<file path="config.mk">
export PLATFORM = sky130hd
export DESIGN_NAME = eec_entry_ctrl
export DESIGN_NICKNAME = d
export VERILOG_FILES = /design/src/rtl/eec_pkg.sv /design/src/rtl/eec_line_track.sv /design/src/rtl/eec_pick.sv /design/src/rtl/eec_frame.sv /design/src/rtl/eec_entry_ctrl.sv
export SDC_FILE = /design/constraint.sdc
export NUM_CORES = 1
export LEC_CHECK = 0
export ABC_AREA = 1
export BUFFER_PORTS_ARGS = -buffer_cell sky130_fd_sc_hd__clkbuf_2
export CAP_MARGIN = 0
export CORE_MARGIN = 2
export CORE_UTILIZATION = 54
export DETAILED_ROUTE_END_ITERATION = 8
export PLACE_DENSITY = 0.87
export SETUP_SLACK_MARGIN = 0.2
export SYNTH_ARGS = -nofsm -noshare
export SYNTH_HDL_FRONTEND = slang
export SYNTH_SLANG_ARGS = --single-unit
</file>
<file path="constraint.sdc">
create_clock -name clk -period 4.9 [get_ports clk]
set_clock_uncertainty 0.15 [all_clocks]
set_input_delay 0.735 -clock clk [delete_from_list [all_inputs] [get_ports clk]]
set_output_delay 0.735 -clock clk [all_outputs]
set_load 0.02 [all_outputs]
</file>
<file path="src/rtl/eec_pkg.sv">
package eec_pkg;

   typedef enum logic [1:0] {
      EK_NONE  = 2'd0,
      EK_RESET = 2'd1,
      EK_FAST  = 2'd2,
      EK_NORM  = 2'd3
   } ek_t;

   localparam logic [4:0] MD_USR = 5'b10000;
   localparam logic [4:0] MD_FIQ = 5'b10001;
   localparam logic [4:0] MD_IRQ = 5'b10010;
   localparam logic [4:0] MD_SVC = 5'b10011;
   localparam logic [4:0] MD_ABT = 5'b10111;
   localparam logic [4:0] MD_UND = 5'b11011;
   localparam logic [4:0] MD_SYS = 5'b11111;

   localparam int BIT_I = 7;
   localparam int BIT_F = 6;

   function automatic logic mode_ok(input logic [4:0] m);
      case (m)
         MD_USR, MD_FIQ, MD_IRQ, MD_SVC, MD_ABT, MD_UND, MD_SYS: mode_ok = 1'b1;
         default: mode_ok = 1'b0;
      endcase
   endfunction

endpackage

</file>
<file path="src/rtl/eec_line_track.sv">
module eec_line_track #(
   parameter bit DROP_ON_TAKE = 1'b0
) (
   input  logic clk,
   input  logic por_i,
   input  logic line_i,
   input  logic rst_act_i,
   input  logic boundary_i,
   input  logic status_wr_i,
   input  logic taken_i,
   output logic pend_o
);
   logic lvl_q;
   logic rise;
   logic pend_d;
   logic lvl_d;

   assign rise = line_i & ~lvl_q;

   generate
      if (DROP_ON_TAKE) begin : g_drop
         assign lvl_d = taken_i ? 1'b0 : line_i;
      end else begin : g_keep
         assign lvl_d = line_i;
      end
   endgenerate

   always_comb begin
      pend_d = pend_o;
      if (boundary_i) pend_d = 1'b0;
      if (rise || (line_i && status_wr_i)) pend_d = 1'b1;
      if (rst_act_i) pend_d = 1'b0;
   end

   always_ff @(posedge clk or posedge por_i) begin
      if (por_i) begin
         lvl_q  <= 1'b0;
         pend_o <= 1'b0;
      end else begin
         lvl_q  <= lvl_d;
         pend_o <= pend_d;
      end
   end
endmodule

</file>
<file path="src/rtl/eec_pick.sv">
module eec_pick
   import eec_pkg::*;
#(
   parameter bit NORM_EN = 1'b1
) (
   input  logic por_due_i,
   input  logic xrst_i,
   input  logic xrst_q_i,
   input  logic boundary_i,
   input  logic pend_fast_i,
   input  logic pend_norm_i,
   input  logic mask_f_i,
   input  logic mask_i_i,
   output ek_t  kind_o
);
   logic norm_ok;

   generate
      if (NORM_EN) begin : g_norm
         assign norm_ok = pend_norm_i & ~mask_i_i;
      end else begin : g_nonorm
         assign norm_ok = 1'b0;
      end
   endgenerate

   always_comb begin
      kind_o = EK_NONE;
      if (por_due_i) begin
         kind_o = EK_RESET;
      end else if (xrst_i) begin
         if (!xrst_q_i) kind_o = EK_RESET;
      end else if (boundary_i) begin
         if (pend_fast_i && !mask_f_i) kind_o = EK_FAST;
         else if (norm_ok)             kind_o = EK_NORM;
      end
   end
endmodule

</file>
<file path="src/rtl/eec_frame.sv">
module eec_frame
   import eec_pkg::*;
#(
   parameter int             W       = 32,
   parameter int             RET_OFS = 4,
   parameter int             C_BIT   = 29,
   parameter int             V_BIT   = 28,
   parameter logic [W-1:0]   RST_VEC = '0,
   parameter logic [W-1:0]   FIQ_VEC = W'(32'h1C),
   parameter logic [W-1:0]   IRQ_VEC = W'(32'h18)
) (
   input  ek_t          kind_i,
   input  logic         por_due_i,
   input  logic [W-1:0] cpsr_i,
   input  logic [W-1:0] pc_i,
   output logic [W-1:0] cpsr_n,
   output logic [W-1:0] spsr_n,
   output logic [W-1:0] lr_n,
   output logic [W-1:0] pc_n
);
   localparam logic [W-1:0] RST_WORD = {{(W-8){1'b0}}, 8'hD3};
   localparam logic [W-1:0] CV_MASK  = ~((W'(1) << C_BIT) | (W'(1) << V_BIT));

   logic [W-1:0] saved_rst;
   logic [W-1:0] ret_addr;

   assign ret_addr = pc_i + W'(RET_OFS);

   always_comb begin
      if (por_due_i || !mode_ok(cpsr_i[4:0])) saved_rst = RST_WORD;
      else                                     saved_rst = cpsr_i & CV_MASK;
   end

   always_comb begin
      cpsr_n = '0;
      spsr_n = '0;
      lr_n   = '0;
      pc_n   = '0;
      case (kind_i)
         EK_RESET: begin
            cpsr_n = RST_WORD;
            spsr_n = saved_rst;
            lr_n   = pc_i;
            pc_n   = RST_VEC;
         end
         EK_FAST: begin
            cpsr_n = {cpsr_i[W-1:8], 1'b1, 1'b1, cpsr_i[5], MD_FIQ};
            spsr_n = cpsr_i;
            lr_n   = ret_addr;
            pc_n   = FIQ_VEC;
         end
         EK_NORM: begin
            cpsr_n = {cpsr_i[W-1:8], 1'b1, cpsr_i[BIT_F], cpsr_i[5], MD_IRQ};
            spsr_n = cpsr_i;
            lr_n   = ret_addr;
            pc_n   = IRQ_VEC;
         end
         default: ;
      endcase
   end
endmodule

</file>
<file path="src/rtl/eec_entry_ctrl.sv">
module eec_entry_ctrl
   import eec_pkg::*;
#(
   parameter int           W       = 32,
   parameter bit           NORM_EN = 1'b1,
   parameter int           RET_OFS = 4,
   parameter int           C_BIT   = 29,
   parameter int           V_BIT   = 28,
   parameter logic [W-1:0] RST_VEC = '0,
   parameter logic [W-1:0] FIQ_VEC = W'(32'h1C),
   parameter logic [W-1:0] IRQ_VEC = W'(32'h18)
) (
   input  logic         clk,
   input  logic         por_i,
   input  logic         xrst_i,
   input  logic         fiq_req_i,
   input  logic         irq_req_i,
   input  logic         boundary_i,
   input  logic [W-1:0] cpsr_i,
   input  logic         cpsr_wr_i,
   input  logic [W-1:0] pc_i,
   output logic         ent_valid_o,
   output logic [1:0]   ent_kind_o,
   output logic [W-1:0] cpsr_o,
   output logic [W-1:0] spsr_o,
   output logic [W-1:0] lr_o,
   output logic [W-1:0] pc_o
);
   generate
      if (W < 8)          begin : g_bad_w  $error("W must hold mode and mask bits"); end
      if (C_BIT >= W)     begin : g_bad_c  $error("C_BIT outside status word");      end
      if (V_BIT >= W)     begin : g_bad_v  $error("V_BIT outside status word");      end
      if (C_BIT <= 7)     begin : g_bad_c2 $error("C_BIT overlaps control field");   end
      if (V_BIT <= 7)     begin : g_bad_v2 $error("V_BIT overlaps control field");   end
   endgenerate

   logic   por_due_q;
   logic   xrst_q;
   logic   rst_act;
   logic   pend_fast;
   logic   pend_norm;
   logic   own_wr;
   logic   status_wr;
   ek_t    kind;
   logic [W-1:0] cpsr_n, spsr_n, lr_n, pc_n;

   assign rst_act   = por_due_q | xrst_i;
   assign own_wr    = (kind != EK_NONE);
   assign status_wr = cpsr_wr_i | own_wr;

   always_ff @(posedge clk or posedge por_i) begin
      if (por_i) begin
         por_due_q <= 1'b1;
         xrst_q    <= 1'b0;
      end else begin
         por_due_q <= 1'b0;
         xrst_q    <= xrst_i;
      end
   end

   eec_line_track #(.DROP_ON_TAKE(1'b0)) u_fast (
      .clk         (clk),
      .por_i       (por_i),
      .line_i      (fiq_req_i),
      .rst_act_i   (rst_act),
      .boundary_i  (boundary_i),
      .status_wr_i (status_wr),
      .taken_i     (kind == EK_FAST),
      .pend_o      (pend_fast)
   );

   generate
      if (NORM_EN) begin : g_norm_trk
         eec_line_track #(.DROP_ON_TAKE(1'b1)) u_norm (
            .clk         (clk),
            .por_i       (por_i),
            .line_i      (irq_req_i),
            .rst_act_i   (rst_act),
            .boundary_i  (boundary_i),
            .status_wr_i (status_wr),
            .taken_i     (kind == EK_NORM),
            .pend_o      (pend_norm)
         );
      end else begin : g_no_norm
         logic unused_irq;
         assign unused_irq = irq_req_i;
         assign pend_norm  = 1'b0;
      end
   endgenerate

   eec_pick #(.NORM_EN(NORM_EN)) u_pick (
      .por_due_i   (por_due_q),
      .xrst_i      (xrst_i),
      .xrst_q_i    (xrst_q),
      .boundary_i  (boundary_i),
      .pend_fast_i (pend_fast),
      .pend_norm_i (pend_norm),
      .mask_f_i    (cpsr_i[BIT_F]),
      .mask_i_i    (cpsr_i[BIT_I]),
      .kind_o      (kind)
   );

   eec_frame #(
      .W(W), .RET_OFS(RET_OFS), .C_BIT(C_BIT), .V_BIT(V_BIT),
      .RST_VEC(RST_VEC), .FIQ_VEC(FIQ_VEC), .IRQ_VEC(IRQ_VEC)
   ) u_frame (
      .kind_i    (kind),
      .por_due_i (por_due_q),
      .cpsr_i    (cpsr_i),
      .pc_i      (pc_i),
      .cpsr_n    (cpsr_n),
      .spsr_n    (spsr_n),
      .lr_n      (lr_n),
      .pc_n      (pc_n)
   );

   always_ff @(posedge clk or posedge por_i) begin
      if (por_i) begin
         ent_valid_o <= 1'b0;
         ent_kind_o  <= EK_NONE;
         cpsr_o      <= '0;
         spsr_o      <= '0;
         lr_o        <= '0;
         pc_o        <= '0;
      end else begin
         ent_valid_o <= own_wr;
         ent_kind_o  <= kind;
         if (own_wr) begin
            cpsr_o <= cpsr_n;
            spsr_o <= spsr_n;
            lr_o   <= lr_n;
            pc_o   <= pc_n;
         end
      end
   end
endmodule

</file>
==> key figures <==
Outcome
  – Status: finished, final reports clean

Clock tree
  – H-tree levels: 3
  – CTS Buf Count: 9
  – Clock Sinks: 104
  – Clock Pin Slew Worst Setup and Hold Paths: 110 ps
  – Cts hold-fix bufs: 0
  – # resized after CTS: 0
  – Clock root buffer: clkbuf_8
  – Setup Buffers After CTS: 0
  – Worst-case clock buffer depth: 2
  – CTS tree: built
  – Clock latency on the worst-skew pair: 350 ps

Synthesis
  – #FFs+latches synth: around 100
  – Area leader, netlist: dfrtp_1
  – Mapped cell area: between 0.005 and 0.006 mm^2
  – Count of cell types in the netlist: 38
  – Ranking of synthesized cells by area: dfrtp_1 48%, nand2_1 13%, o21ai_0 5.2%, buf_4 4.9%, nand3_1 4.3%
  – Sequential fraction of the synthesis area: slightly below 50%
  – Share of the synthesized area in the top cell type: a little under half
  – Syn Inst Count: 647
  – Syn avg cell area: 8.30 um^2
  – Yosys warnings: 0

Layout
  – # nets final: about 900
  – Register area: 0.00260 mm^2
  – Share of cells above drive strength 1: 28.1%
  – Ant diodes: 0
  – Most frequent cells in the layout: 188 x nand2_1, 170 x clkbuf_2, 103 x dfrtp_1
  – Commonest non-fill, non-tap cell in the layout: nand2_1
  – P&R area growth vs syn: 18.4%
  – Final core utilization: about two thirds
  – Fill cell instance count of the final layout: 862
  – Multi-input gate area: about 0.0024 mm^2

Global routing
  – GR Util met1: 37.0%
  – GR Layer Usage met2: 41.7%
  – Grt ovf: 0
  – Largest net degree at the start of global routing: 97
  – First-pass GRT wire length: 22.8 mm
  – GR Util All Layers: 25.9%
  – Initial antenna violation count: 0
  – GR Util met3: 3.21%
  – Busiest grt layer: met2
  – Vias in the first global route: ~4,600

Power and ir drop
  – Worst VDD drop: 0.000184 V
  – Clock Power Share: 28.8%
  – Sequential power share: 52.0%
  – Cell Int Power: 1.21 mW
  – Comb power frac: 19.2%
  – NetSw: 0.597 mW
  – PwrDens: 284 mW/mm^2
  – Net Sw Frac: 33.0%
  – Leak pwr: between 3 and 4 nW

STA
  – Fin crit share: 75.0%
  – Max Slew Vio Count: 0
  – Fin Setup TNS: 0 ps
  – Endpoints failing setup: 0
  – Minimum clock period: 3680 ps
  – Max Freq: 0.272 GHz
  – Worst Tran Pin Value: 1010 ps
  – RSZ-0062 raised after global routing: false
  – Hold Fails Final Rpt: 0
  – Rel. slew slack: ~33%

Floorplanning
  – Core area: approximately 0.01 mm^2
  – Die Y: ~100 um
  – Die Area: approximately 0.011 mm^2
  – Top-level I/O count: 202
  – Initial Util: between 50% and 60%
  – Row count: 36
  – Horiz. Die Dim: roughly 100 um

Critical path
  – Crit path required time: 4990 ps
  – Critical path arrival: 3770 ps
  – WS Path Type: in2reg
  – CP Max Fanout: 96
  – CP Launch Type: primary input
  – CP endpoint kind: flip-flop

Flow run
  – Max Cap Viol: 0

Routing
  – Antenna-violating nets left: 0
  – DRT Wirelength: approximately 14 mm
  – Number of vias per cell: 5.17
  – WL/cell: 14.4 um
  – Residual DRC count: 0
  – Number of DRC markers in iteration 0: 296
  – Vias: slightly below 5,000
  – DR pass1 iterations: 5

Min path
  – Min-delay worst type: in2reg

Placement
  – Placer's final routability congestion estimate: 0.958
  – Dpl hpwl: 10.1 mm
  – I/O Buffers: 170
## layout make-up
cell class | count | area share, %
Sequential cell | 104 | 40.9
Multi-Input combinational cell | 471 | 37.0
Timing Repair Buffer | 172 | 13.6
Inverter | 47 | 2.81
Tap cell | 133 | 2.62
Clock buffer | 10 | 2.01
Clock inverter | 6 | 0.984
## cell families (layout without fill, tap and decap cells)
family          Yosys count  count (layout)  synth area share, %
simple gates            310             310                 25.6
other cells               1              32               0.0698
buf+inv                 103             235                 10.1
fa+ha+maj                 6               6                 1.40
xor+xnor                  7               7                 1.14
flops                   104             104                 48.5
compound gates          116             116                 13.2
## cells in the mapped netlist
| cell | n |
|---|---|
| a22oi_1 | 23 |
| ha_1 | 6 |
| xnor2_1 | 3 |
| nor3_1 | 1 |
| nand4_1 | 3 |
| o221ai_1 | 1 |
| buf_2 | 13 |
| conb_1 | 1 |
| or2_2 | 3 |
| inv_1 | 41 |
| nor2_4 | 8 |
| nand2_1 | 188 |
| o21ai_2 | 2 |
| or2_1 | 1 |
| o21bai_1 | 1 |
| dfstp_2 | 1 |
| nor2_1 | 42 |
| nand2_2 | 8 |
| nor2_2 | 6 |
| a21oi_1 | 8 |
| a31oi_4 | 1 |
| nand3_1 | 46 |
| xor2_1 | 4 |
| o21ai_0 | 56 |
| a21o_1 | 5 |
| buf_4 | 35 |
| clkbuf_1 | 7 |
| inv_2 | 6 |
| dfrtp_1 | 103 |
| buf_6 | 1 |
| a31oi_1 | 2 |
| o311ai_0 | 1 |
| nand2_4 | 2 |
| nor3b_2 | 1 |
| o21ai_1 | 7 |
| nor2_8 | 1 |
| o211ai_1 | 3 |
| o31ai_1 | 6 |
## sequential cells by signal, summed over array words and instances (netlist names)
| register | flops |
|---|---|
| cpsr_o | 29 |
| ent_kind_o | 2 |
| ent_valid_o | 1 |
| g_norm_trk.u_norm.lvl_q | 1 |
| g_norm_trk.u_norm.pend_o | 1 |
| lr_o | 32 |
| pc_o | 2 |
| por_due_q | 1 |
| spsr_o | 32 |
| u_fast.lvl_q | 1 |
| u_fast.pend_o | 1 |
| xrst_q | 1 |
## per-layer routing
| metal | vias up | part of all wire (%) |
|---|---|---|
| li1 | 2359 | - |
| met1 | 2284 | 44 |
| met2 | 209 | 47 |
| met3 | 20 | 7.0 |
| met4 | 0 | 1.8 |
| met5 | - | 0 |
## path summary, 6_finish.rpt
kind                                   startpoint                     end  slack (ps)  cells past startpoint
setup reg to reg              por_due_q$_DFF_PP1_  spsr_o[23]$_DFFE_PP0P_        1320                      9
min in group asynchronous                   por_i  cpsr_o[21]$_DFFE_PP0P_         380                      2
hold / removal                          fiq_req_i  u_fast.lvl_q$_DFF_PP0_         340                      1
max in group asynchronous                   por_i   cpsr_o[1]$_DFFE_PP0P_        3250                      3
hold reg to reg            spsr_o[14]$_DFFE_PP0P_  spsr_o[14]$_DFFE_PP0P_         340                      2
setup / recovery                           xrst_i  spsr_o[23]$_DFFE_PP0P_        1220                     12
## power by group through the flow
stage	Clock, mW	Sequential [mW]	Combinational (mW)
floorplan	0	1.01	0.177
global placement	0	0.954	0.342
detailed placement	0	0.954	0.348
CTS	0.530	0.939	0.348
global route	0.578	0.945	0.381
finish	0.520	0.940	0.346
## worst max-delay path, cell delays in order
cell and delay, ps:
clkbuf_2 110, inv_1 50, nor2_1 30, nor2_1 120, nand2_1 130, inv_1 170
ha_4 820, inv_2 410, nand2_2 520, inv_2 300, a22oi_1 230, o31ai_1 100
## metrics by stage
stage	setup slack (ps)	total power, mW	instances	hold slack (ps)	area [um^2]
6_report	1220	1.81	943	335	6360
5_1_grt	886	1.90	943	306	6360
2_1_floorplan	1280	1.19	678	356	5490
3_3_place_gp	938	1.30	927	314	6170
4_1_cts	1240	1.82	943	316	6360
3_5_place_dp	847	1.30	927	322	6170
Note: power is estimated with default switching activity, not from simulation.
